`src/rtl/hpa_pkg.sv`:
```
package hpa_pkg;

   // arbiter-role states
   typedef enum logic [1:0] {
      A_IDLE = 2'd0,
      A_OWN  = 2'd1,
      A_GNT  = 2'd2,
      A_TAIL = 2'd3
   } arb_st_t;

   // secondary-role states
   typedef enum logic [1:0] {
      S_IDLE = 2'd0,
      S_REQ  = 2'd1,
      S_OWN  = 2'd2,
      S_WAIT = 2'd3
   } sec_st_t;

   // what a role engine wants on the pins, active high
   typedef struct packed {
      logic hs_act;
      logic drive;
   } role_drv_t;

endpackage

```
`src/rtl/hpa_arb_role.sv`:
```
module hpa_arb_role
   import hpa_pkg::*;
#(
   parameter int GAP = 2
) (
   input  logic      clk,
   input  logic      rst_n,
   input  logic      en,
   input  logic      loc_busy,
   input  logic      peer_req,
   input  logic      line_free,
   output role_drv_t drv
);

   localparam int CW = $clog2(GAP);
   localparam logic [CW-1:0] TAIL_LOAD = CW'(GAP - 1);

   arb_st_t       st, st_nx;
   logic [CW-1:0] cnt, cnt_nx;

   always_comb begin
      st_nx  = st;
      cnt_nx = cnt;
      case (st)
         A_IDLE: begin
            // local demand wins; R3: only onto a released line
            if (loc_busy && line_free)      st_nx = A_OWN;
            else if (!loc_busy && peer_req) st_nx = A_GNT;
         end
         A_OWN: begin
            // release and grant on the same edge
            if (!loc_busy) st_nx = peer_req ? A_GNT : A_IDLE;
         end
         A_GNT: begin
            if (!peer_req) begin
               st_nx  = A_TAIL;
               cnt_nx = TAIL_LOAD;
            end
         end
         A_TAIL: begin
            // grant stays out for GAP edges after the request goes away
            if (cnt == '0) st_nx  = A_IDLE;
            else           cnt_nx = cnt - 1'b1;
         end
         default: st_nx = A_IDLE;
      endcase
   end

   always_ff @(posedge clk) begin
      if (!rst_n || !en) begin
         st  <= A_IDLE;
         cnt <= '0;
      end else begin
         st  <= st_nx;
         cnt <= cnt_nx;
      end
   end

   always_comb begin
      drv.hs_act = (st == A_GNT) || (st == A_TAIL);
      drv.drive  = (st == A_OWN);
   end

endmodule

```
`src/rtl/hpa_sec_role.sv`:
```
module hpa_sec_role
   import hpa_pkg::*;
(
   input  logic      clk,
   input  logic      rst_n,
   input  logic      en,
   input  logic      loc_busy,
   input  logic      granted,
   input  logic      line_free,
   output role_drv_t drv
);

   sec_st_t st, st_nx;

   always_comb begin
      st_nx = st;
      case (st)
         // ask once local demand appears
         S_IDLE: if (loc_busy) st_nx = S_REQ;
         // need the grant and a released line; the request is kept
         S_REQ:  if (granted && line_free) st_nx = S_OWN;
         // drop request and line together
         S_OWN:  if (!loc_busy) st_nx = S_WAIT;
         // no new request until the old grant is gone
         S_WAIT: if (!granted) st_nx = S_IDLE;
         default: st_nx = S_IDLE;
      endcase
   end

   always_ff @(posedge clk) begin
      if (!rst_n || !en) st <= S_IDLE;
      else               st <= st_nx;
   end

   always_comb begin
      drv.hs_act = (st == S_REQ) || (st == S_OWN);
      drv.drive  = (st == S_OWN);
   end

endmodule

```
`src/rtl/hostbus_prio_arb.sv`:
```
module hostbus_prio_arb
   import hpa_pkg::*;
#(
   parameter int GNT_NEG_GAP = 2,
   parameter bit HS_SYNC     = 1'b0
) (
   input  logic clk,
   input  logic rst_n,
   input  logic role_arb_i,
   input  logic xact_i,
   input  logic hs_in_n,
   output logic hs_out_n,
   input  logic prio_in_n,
   output logic prio_oe
);

   generate
      if (GNT_NEG_GAP < 2) begin : g_gap_bad
         $error("GNT_NEG_GAP must be at least 2");
      end
   endgenerate

   logic      role_q;
   logic      peer_act;
   logic      line_free;
   role_drv_t arb_drv, sec_drv, sel_drv;

   // role captured only while reset is held
   always_ff @(posedge clk) begin
      if (!rst_n) role_q <= role_arb_i;
   end

   generate
      if (HS_SYNC) begin : g_hs_flop
         logic hs_q;
         always_ff @(posedge clk) begin
            if (!rst_n) hs_q <= 1'b1;
            else        hs_q <= hs_in_n;
         end
         assign peer_act = ~hs_q;
      end else begin : g_hs_direct
         assign peer_act = ~hs_in_n;
      end
   endgenerate

   assign line_free = prio_in_n;

   // the same pin is a request in one role and a grant in the other
   hpa_arb_role #(.GAP(GNT_NEG_GAP)) u_arb (
      .clk       (clk),
      .rst_n     (rst_n),
      .en        (role_q),
      .loc_busy  (xact_i),
      .peer_req  (peer_act),
      .line_free (line_free),
      .drv       (arb_drv)
   );

   hpa_sec_role u_sec (
      .clk       (clk),
      .rst_n     (rst_n),
      .en        (~role_q),
      .loc_busy  (xact_i),
      .granted   (peer_act),
      .line_free (line_free),
      .drv       (sec_drv)
   );

   always_comb begin
      sel_drv = role_q ? arb_drv : sec_drv;
   end

   assign hs_out_n = ~sel_drv.hs_act;
   assign prio_oe  = sel_drv.drive;

endmodule

```
`config.mk`:
```
export PLATFORM = sky130hd
export DESIGN_NAME = hostbus_prio_arb
export DESIGN_NICKNAME = d
export VERILOG_FILES = /design/src/rtl/hpa_pkg.sv /design/src/rtl/hpa_arb_role.sv /design/src/rtl/hpa_sec_role.sv /design/src/rtl/hostbus_prio_arb.sv
export SDC_FILE = /design/constraint.sdc
export NUM_CORES = 1
export LEC_CHECK = 0
export BUFFER_PORTS_ARGS = -buffer_cell sky130_fd_sc_hd__buf_4
export CAP_MARGIN = 30
export CORE_AREA = 2 2 39 41
export DETAILED_ROUTE_END_ITERATION = 7
export DIE_AREA = 0 0 41 43
export PLACE_DENSITY = 0.57
export RECOVER_POWER = 50
export SLEW_MARGIN = 20
export SYNTH_ARGS = -nofsm -noshare
export SYNTH_HDL_FRONTEND = slang
export SYNTH_SLANG_ARGS = --single-unit
```
`constraint.sdc`:
```
create_clock -name clk -period 2.49 [get_ports clk]
set_input_delay 0.1245 -clock clk [delete_from_list [all_inputs] [get_ports clk]]
set_output_delay 0.1245 -clock clk [all_outputs]
set_load 0.05 [all_outputs]
```
==> implementation parameters <==
Parameter                              Value

Global routing
  Global-route wire length before repair    between 1000 and 1500 um
  Total Routing Usage GR    0.0957
  Sum of overflow across all layers after global routing    0
  Initial antenna violation count    0
  Number of global-route vias before repair    approximately 280
  Pin count of the biggest net entering global routing    9

Yosys
  Synth Register Bits    6
  Post-synthesis net count    48
  Leading post-synthesis cells by cell area    sky130_fd_sc_hd__dfxtp_1, sky130_fd_sc_hd__ha_1, sky130_fd_sc_hd__edfxtp_1, sky130_fd_sc_hd__mux2i_1, sky130_fd_sc_hd__a21oi_1
  Synthesized instance count    38
  Area share of the largest cell type after synthesis    0.270
  Mean instance size in the synthesized netlist    a little under 10 um2
  Synthesis warning total    0
  Count of different cell masters after synthesis    22
  Share of synthesized area occupied by flip-flops and latches    0.351
  Async set-reset flop share out of synthesis    0
  Most instantiated library cell after synthesis    sky130_fd_sc_hd__dfxtp_1
  Count of flip-flops with a built-in enable after synthesis    1
  Area of the mapped netlist    between 300 and 400 um2
  Leading area contributor after synthesis    sky130_fd_sc_hd__dfxtp_1
  Most used DFF post-synth    sky130_fd_sc_hd__dfxtp_1
  Post-synth top cells    sky130_fd_sc_hd__dfxtp_1, sky130_fd_sc_hd__ha_1, sky130_fd_sc_hd__inv_1

Route
  M1 WL    between 300 and 400 um
  Top routing layer in use    met3
  Wire length per cell    between 9 and 10 um
  Antenna-violating nets left    0
  Count of vias placed by the detailed router    roughly 280
  Drt drc    0
  Post-detailed-routing wire length    ~600 um
  Met2 WL    ~250 um
  Met3 Routed Length    about 44 um
  Via density per instance    between 4 and 5
  Drt initial violations    1
  DR pass1 iterations    2

Floorplanning
  Initial standard-cell utilization of the core    0.268
  Standard-cell row count    14
  Number of top-level pins    8
  Floorplan core area    around 1400 um2
  DIE HEIGHT    43 um
  DIE WIDTH    41 um
  Die ar.    roughly 1800 um2

Worst setup path
  Crit path required time    2.37 ns
  Startpoint of the lowest-slack register-to-register path    u_sec.st[0]$_SDFFE_PP0P_
  Register-to-Register Setup Slack    1.07 ns
  Arrival time reported for the critical path endpoint    1.38 ns
  Crit path cell chain    inv_1 > ha_1 > mux2i_1 > buf_4
  Reg2reg path depth    5
  Max Fanout on Critical Path    4
  Cell with the biggest individual delay on the critical path    sky130_fd_sc_hd__dfxtp_1
  Crit-path max cell delay    about 0.37 ns
  Nature of the critical path endpoint    output port
  End of the worst register-to-register path    u_sec.st[1]$_SDFFE_PP0P_
  Category of the worst setup path launch point    register
  Class of the most critical setup path    register to output port

STA
  Clock skew after layout    between 0.007 and 0.008 ns
  Count of final hold-check violations    0
  Final setup TNS    0 ns
  Fin Hold WS    between 0.08 and 0.09 ns
  Ratio of final minimum period to clock period    0.605
  Transition at the pin with the smallest max-transition slack    ~0.24 ns
  Worst rel slew slack    0.843
  Final Setup Violations    0
  Final number of max-transition violations    0
  Highest achievable clock rate    0.664 GHz
  Unrepaired setup endpoints after global routing    false
  Clock period minus worst slack    1.51 ns

Min path
  Hold path depth    1
  Tightest Hold Check Type    primary input to register
  End point of the most critical hold path    role_q$_DFFE_PN_
  Startpoint of the most critical hold path    role_arb_i

Power
  Maximum VDD drop    0.000317 V
  Design Power    ~0.25 mW
  Power density relative to cell area    ~540 nW/um2
  Leakage Power    a little over 0.2 nW

Clock tree
  Post-CTS repair timing setup buffer count    0
  Clock tree sinks    6
  CTS Buffer Depth    2
  Hold-fix buffers, CTS    0
  Later-pin clock latency in the skew report    between 0.2 and 0.25 ns
  CTS Root Buffer Type    sky130_fd_sc_hd__clkbuf_4
  CTS tree    yes
  Number of resized instances in the post-cts repair step    0
  Clock slew at reported path FFs    ~0.050 ns
  TritonCTS buffer count    3
  Max H-tree Level    1

Status
  Run status    complete, no violations

Final layout
  Net count, final    60
  Signed area change from the synthesized netlist to the final layout    25.7%
  Fill cell instance count of the final layout    152
  Share of final-layout standard cells stronger than drive strength 1    0.245
  Antenna cells    0
  Storage element area    approximately 130 um2
  Multi-input logic area    between 200 and 250 um2

Placed design
  Buffers on Ports    7
  Final HPWL from detailed placement    around 500 um
  Gp weighted congestion    between 0.8 and 0.9

Run
  Max-capacitance violation count    0
-- worst max-delay path by stage --
stage / startpoint / to / slack [ns] / cells past startpoint
global placement: u_sec.st[0]$_SDFFE_PP0P_ / u_sec.st[1]$_SDFFE_PP0P_ / 1.10 / 5
floorplan: u_sec.st[0]$_SDFFE_PP0P_ / hs_out_n / 0.87 / 3
detailed placement: u_sec.st[0]$_SDFFE_PP0P_ / u_sec.st[1]$_SDFFE_PP0P_ / 1.07 / 5
finish: u_sec.st[0]$_SDFFE_PP0P_ / hs_out_n / 0.98 / 4
CTS: u_sec.st[0]$_SDFFE_PP0P_ / hs_out_n / 0.97 / 4
global route: u_sec.st[0]$_SDFFE_PP0P_ / hs_out_n / 0.90 / 4
-- metal layers --
layer | vias up | global-route usage
li1 | 159 | -
met1 | 119 | 0.130
met2 | 6 | 0.116
met3 | 0 | 0.0471
met4 | 0 | 0.0600
met5 | - | 0
-- registers in the layout (all words and copies together), names as in the netlist --
name	count
u_sec.st	2
u_arb.cnt	1
u_arb.st	2
role_q	1
-- logic make-up (layout without fill, tap and decap cells) --
family,after synthesis,in the layout,synth area share
flops,6,6,0.351
buf+inv,4,15,0.0405
compound gates,10,10,0.199
fa+ha+maj,4,4,0.135
mux,3,3,0.0946
simple gates,11,11,0.179
-- worst max-delay path, delay by kind of cell, from the launching register on --
family	cells	cell delay (ns)
DFF	1	0.37
adders and majority gates	1	0.31
buffers and inverters	2	0.30
muxes	1	0.16
-- stage by stage --
| stage | setup slack, ns | util | instances | cell area [um2] |
|---|---|---|---|---|
| 6_report | 0.984 | 0.336 | 65 | 465 |
| 2_1_floorplan | 0.873 | - | 38 | 370 |
| 3_3_place_gp | 1.10 | 0.320 | 61 | 443 |
| 5_1_grt | 0.896 | 0.336 | 65 | 465 |
| 4_1_cts | 0.973 | 0.339 | 65 | 469 |
| 3_5_place_dp | 1.07 | 0.320 | 61 | 443 |
-- where the power goes --
| group | leakage [nW] | switching, mW | internal, mW |
|---|---|---|---|
| combinational | 0.137 | 0.0241 | 0.0223 |
| clock | 0.0150 | 0.0327 | 0.0605 |
| sequential | 0.0504 | 0.00575 | 0.104 |
| total | 0.202 | 0.0626 | 0.187 |
-- area by class of cell --
cell class                 instances  share of cell area
multi-input combinational         28               0.484
sequential                         6               0.280
timing repair buffer               7               0.105
clock buffer                       4              0.0565
tap                               16              0.0430
inverter                           4              0.0323
-- cell usage in the layout (no fill, tap or decap), drive strengths merged, types with 2 or more instances in the layout --
master | netlist | routed
clkbuf | 0 | 6
buf | 0 | 5
dfxtp | 5 | 5
inv | 4 | 4
ha | 4 | 4
nand2 | 3 | 3
a21oi | 3 | 3
mux2i | 2 | 2
nor2b | 2 | 2
o21ai | 2 | 2
nand2b | 2 | 2
a211oi | 2 | 2
Note: power is estimated with default switching activity, not from simulation.
